**config.mk**
```make
export PLATFORM = sky130hd
export DESIGN_NAME = interp_seq
export DESIGN_NICKNAME = d
export VERILOG_FILES = /design/src/rtl/interp_seq.sv
export SDC_FILE = /design/constraint.sdc
export NUM_CORES = 1
export LEC_CHECK = 0
export BUFFER_PORTS_ARGS = -buffer_cell sky130_fd_sc_hd__buf_2
export CORE_UTILIZATION = 51
export CTS_CLUSTER_SIZE = 30
export DETAILED_ROUTE_END_ITERATION = 10
export PLACE_DENSITY = 0.74
export SETUP_SLACK_MARGIN = 0.15
export SYNTH_ARGS = -nofsm -noshare
export SYNTH_HDL_FRONTEND = slang
export SYNTH_SLANG_ARGS = --single-unit
```
**constraint.sdc**
```tcl
create_clock -name clk -period 4.77 [get_ports clk]
set_input_delay 0.477 -clock clk [delete_from_list [all_inputs] [get_ports clk]]
set_output_delay 0.477 -clock clk [all_outputs]
set_load 0.03 [all_outputs]
```
**src/rtl/interp_seq.sv**
```systemverilog
module interp_seq #(
  parameter int CLK_MHZ   = 100,
  parameter int STROBE_US = 7,
  parameter int TRACK_US  = 20,
  parameter int LEAD_NS   = 100,
  parameter int MUX_W     = 3,
  parameter int DATA_W    = 12
) (
  input  logic              clk,
  input  logic              rst_n,
  input  logic              event_i,
  input  logic              conv_req_i,
  input  logic [MUX_W-1:0]  src_sel_i,
  input  logic              adc_done_i,
  input  logic [DATA_W-1:0] adc_data_i,
  output logic              dump_sw_o,
  output logic              strobe_o,
  output logic              irq_o,
  output logic [MUX_W-1:0]  src_sel_o,
  output logic              track_sw_o,
  output logic              adc_start_o,
  output logic              busy_o,
  output logic [DATA_W-1:0] data_o,
  output logic              data_valid_o
);
  localparam int STROBE_CYC = CLK_MHZ * STROBE_US;
  localparam int TRACK_CYC  = CLK_MHZ * TRACK_US;
  localparam int LEAD_RAW   = (CLK_MHZ * LEAD_NS) / 1000;
  localparam int LEAD_CYC   = (LEAD_RAW < 1) ? 1 : LEAD_RAW;
  localparam int MAX_A      = (STROBE_CYC > LEAD_CYC) ? STROBE_CYC : LEAD_CYC;
  localparam int MAX_CYC    = (TRACK_CYC > MAX_A) ? TRACK_CYC : MAX_A;
  localparam int CW         = $clog2(MAX_CYC + 1);

  typedef enum logic [1:0] {CAP_IDLE, CAP_LEAD, CAP_STROBE} cap_t;
  typedef enum logic [1:0] {CV_IDLE, CV_TRACK, CV_START, CV_WAIT} cv_t;

  cap_t          cap_st;
  cv_t           cv_st;
  logic [CW-1:0] cap_cnt, cv_cnt;
  logic          irq_q, dv_q;
  logic [MUX_W-1:0]  sel_q;
  logic [DATA_W-1:0] data_q;

  always_ff @(posedge clk) begin
    if (!rst_n) begin
      cap_st  <= CAP_IDLE;
      cap_cnt <= '0;
      irq_q   <= 1'b0;
    end else begin
      irq_q <= 1'b0;
      case (cap_st)
        CAP_IDLE: if (event_i) begin
          cap_st  <= CAP_LEAD;
          cap_cnt <= CW'(LEAD_CYC - 1);
          irq_q   <= 1'b1;
        end
        CAP_LEAD: if (cap_cnt == '0) begin
          cap_st  <= CAP_STROBE;
          cap_cnt <= CW'(STROBE_CYC - 1);
        end else cap_cnt <= cap_cnt - 1'b1;
        CAP_STROBE: if (cap_cnt == '0) cap_st <= CAP_IDLE;
                    else cap_cnt <= cap_cnt - 1'b1;
        default: cap_st <= CAP_IDLE;
      endcase
    end
  end

  always_ff @(posedge clk) begin
    if (!rst_n) begin
      cv_st  <= CV_IDLE;
      cv_cnt <= '0;
      sel_q  <= '0;
      data_q <= '0;
      dv_q   <= 1'b0;
    end else begin
      dv_q <= 1'b0;
      case (cv_st)
        CV_IDLE: if (conv_req_i) begin
          cv_st  <= CV_TRACK;
          cv_cnt <= CW'(TRACK_CYC - 1);
          sel_q  <= src_sel_i;
        end
        CV_TRACK: if (cv_cnt == '0) cv_st <= CV_START;
                  else cv_cnt <= cv_cnt - 1'b1;
        CV_START: cv_st <= CV_WAIT;
        CV_WAIT: if (adc_done_i) begin
          cv_st  <= CV_IDLE;
          data_q <= adc_data_i;
          dv_q   <= 1'b1;
        end
        default: cv_st <= CV_IDLE;
      endcase
    end
  end

  assign dump_sw_o    = (cap_st == CAP_IDLE);
  assign strobe_o     = (cap_st == CAP_STROBE);
  assign irq_o        = irq_q;
  assign src_sel_o    = sel_q;
  assign track_sw_o   = (cv_st == CV_TRACK);
  assign adc_start_o  = (cv_st == CV_START);
  assign busy_o       = (cv_st != CV_IDLE);
  assign data_o       = data_q;
  assign data_valid_o = dv_q;
endmodule

```
==> impl_metrics.yaml <==
synthesis:
  synth_cells: 259
  post_synth_instance_area_um2: 2190
  synth_flop_cell: "dfxtp_1"
  yosys_warnings: 0
  post-synth-top-area-cell: "dfxtp_1"
  avgSynthCellArea_um2: 8.454
  synth.net_count: 292
  synth-edff-count: 0
  synth_top_area_share: 0.3931
  most_used_standard_cell_by_instance_count_after_synthesis: "dfxtp_1"
  synth.area.top_cells: "dfxtp_1 (39%), ha_1 (7.4%), a21boi_0 (6.9%), nand2_1 (6.9%), o21ai_0 (3.2%)"
  synth_top_cells_by_count: "dfxtp_1 (43), nand2_1 (40), a21boi_0 (20)"
  synth-seq-cells: 43
  netlist-cell-type-count: 41
  synth.yosys.seq_area_share: 0.3931
  async_reset_ff_frac: 0
cts:
  cts.reportedPaths.clkPinSlew_ns: 0.08
  clock_tree.htree_level_count: 2
  cts.hold.buffers_added: 0
  worstSkewPairLatency_ns: 0.30
  cts_setup_buffers: 0
  cts.path.max_buffers: 2
  clkSinkCount: 43
  ctsRootBufferMaster: "clkbuf_8"
  postCtsResizedCells: 0
  cts_inserted_buffers: 5
  cts_tree: "yes"
timing:
  finalCritPeriodShare: 0.4630
  maxSlewViolCount: 0
  fin_worst_skew_ns: 0.007083
  timing_worst_slew_pin_value_ns: 0.6659
  maxClockFrequency_mhz: 452.8
  timing_hold_violations_final: 0
  unrepaired_setup_endpoints_after_global_routing: "false"
  timing.final.crit_period_ns: 2.208
  max-slew-margin-rel: 0.5531
  finalSetupTns_ns: 0
  setup_viol: 0
layout:
  layout-area-overhead-vs-synth_pct: 15.37
  fillerInstances: 359
  layoutNonFillerInstCount: 349
  drive_gt1_frac: 0.2007
  insertedDiodeCount: 0
  num-nets-final: 331
die:
  die_area_um2: 4560
  chipHeight_um: 67.53
  boundaryPins: 42
  std_cell_rows: 23
  horizontal_extent_of_the_die_um: 67.53
  floorplan.initialDensity: 0.5396
  placeable_core_area_um2: 4058
setup_path:
  timing.critical_path.buf_inv: 1
  crit_family: "compound AO/OA/AOI/OAI gates"
  worst-setup-path-type: "reg -> reg"
  crit_fanout: 8
  worstReg2RegStart: "cap_st[1]$_SDFFE_PN0P_"
  reg2reg_setup_slack_ns: 2.56
  timing.critical_path.cells: "inv_1, ha_1, nor2b_1, or2_2, o21ai_1, o21ai_0, a22o_1"
  crit_arrival_ns: 2.41
  critical-path-max-stage-delay_ns: 0.55
  cp_data_required_time_ns: 4.97
  regToRegEndpoint: "cap_cnt[7]$_SDFFE_PN0P_"
  end_kind: "flop"
  ff2ff_path_depth: 7
  cp.depth: 7
  crit_path_start_kind: "flop"
  worst_path_max_delay_cell: "o21ai_1"
detailed_routing:
  routed_wl_mm: 4.385
  dr.first_iter.drc_count: 74
  detail_route.drc_violations: 0
  num_vias: 1961
  wl_per_cell_um: 12.56
  antenna_violating_nets_post_route: 0
  detail_routed_via_count_per_cell: 5.619
  first_pass_iters: 6
grt:
  gr-total-overflow: 0
  initial_antenna_violation_count: 0
  grt_pass1_wl_mm: 7.286
  grt_pass1_vias: 1699
  grt_start_max_net_pins: 39
  grtUsageTotal: 0.2147
place:
  numPlacedInstances: 341
  placement.io_buffers: 41
  globalplace.congestion: 0.8244
  dp.final_hpwl_mm: 3.083
min_path:
  whs_path_depth: 3
  min-delay-path-class: "in -> reg"
  hp_start: "adc_data_i[11]"
  min_delay_worst_endpoint: "data_o[11]$_SDFFE_PN0P_"
power_and_ir_drop:
  cellPowerDensity_nw_per_um2: 570.3
  totalPowerFinal_mw: 1.441
  power.ir.vdd_worst_mv: 0.3100
  static_leakage_nw: 1.074
outcome:
  run_status: "complete, no violations"
job:
  maxCapViolations: 0
worst max path at each step:
stage,start,endpoint,slack (ns)
floorplan,cap_st[0]$_SDFFE_PN0P_,cap_cnt[7]$_SDFFE_PN0P_,2.72
global placement,rst_n,cap_cnt[7]$_SDFFE_PN0P_,2.52
detailed placement,rst_n,cap_cnt[7]$_SDFFE_PN0P_,2.47
CTS,cap_st[0]$_SDFFE_PN0P_,cap_cnt[7]$_SDFFE_PN0P_,2.56
global route,cap_st[1]$_SDFFE_PN0P_,cap_cnt[7]$_SDFFE_PN0P_,2.41
finish,cap_st[1]$_SDFFE_PN0P_,cap_cnt[7]$_SDFFE_PN0P_,2.56
worst register-to-register path, cell delays in order (launching register included):
cell     delay (ns)
dfxtp_1        0.38
inv_1          0.10
ha_1           0.22
nor2b_1        0.17
or2_2          0.29
o21ai_1        0.55
o21ai_0        0.20
a22o_1         0.21
stage by stage:
step	hold slack, ns	util	instance area (µm²)	setup WS, ns
2_1_floorplan	0.4310	-	2190	2.717
3_3_place_gp	0.4401	0.5936	2409	2.515
3_5_place_dp	0.4501	0.5936	2409	2.474
4_1_cts	0.4003	0.6226	2526	2.557
5_1_grt	0.4093	0.6226	2526	2.406
6_report	0.4087	0.6226	2526	2.562
cell usage in the layout (no fill, tap or decap), types with 2 or more instances in the layout:
| cell type | n |
|---|---|
| nor2_1 | 17 |
| nand2b_1 | 2 |
| a21boi_0 | 20 |
| inv_1 | 14 |
| o21ai_0 | 14 |
| clkbuf_8 | 6 |
| or2_2 | 4 |
| nor4_1 | 4 |
| o41ai_1 | 2 |
| dfxtp_1 | 43 |
| nand3_1 | 6 |
| ha_1 | 13 |
| o31ai_1 | 2 |
| buf_2 | 41 |
| or3_1 | 3 |
| or4_1 | 3 |
| o21ai_2 | 2 |
| o211ai_1 | 2 |
| nor3_1 | 8 |
| and3_1 | 2 |
| a22o_1 | 3 |
| a21oi_1 | 11 |
| nor2b_1 | 2 |
| a31oi_1 | 8 |
| and2_1 | 2 |
| o211a_1 | 3 |
| mux2i_1 | 2 |
| xnor2_1 | 6 |
| nand2_1 | 40 |
layout make-up:
| type | instances | area, µm² | area share |
|---|---|---|---|
| clock buffers | 6 | 82.58 | 0.03269 |
| clock inverters | 2 | 35.03 | 0.01387 |
| inverters | 14 | 52.55 | 0.02080 |
| multi-input cells | 193 | 1227 | 0.4859 |
| flip-flops and latches | 43 | 860.8 | 0.3408 |
| well taps | 50 | 62.56 | 0.02476 |
| repair buffers | 41 | 205.2 | 0.08123 |
metal layers:
metal  up-vias  GRT usage  part of all wire
met5         -          0                 0
met4         0    0.09574             0.015
met3         7    0.06588             0.051
met2        48     0.3577              0.46
met1       914     0.2503              0.48
li1        992          -                 -
power by group:
group	switching, mW	total [mW]	leakage, nW	internal [mW]
Combinational	0.396	0.635	0.661	0.239
Clock	0.125	0.294	0.0612	0.169
Sequential	0.0700	0.512	0.351	0.442
registers in the layout, summed over array words and instances (netlist names):
signal / count
cv_st: 2
cap_st: 2
src_sel_o: 3
data_o: 12
cv_cnt: 11
cap_cnt: 11
data_valid_o: 1
irq_o: 1
cells by family (layout without fill, tap and decap cells):
logic type               after synthesis  after routing  synth area share
AND/OR/NAND/NOR                       99             99            0.2269
buffers and inverters                 23             63           0.04629
XOR/XNOR                               6              6           0.02400
AO/OA/AOI/OAI                         73             73            0.2263
multiplexers                           2              2          0.009143
adder cells (fa/ha/maj)               13             13           0.07429
flip-flops                            43             43            0.3931
No activity file was read; power rests on OpenSTA's default activity.
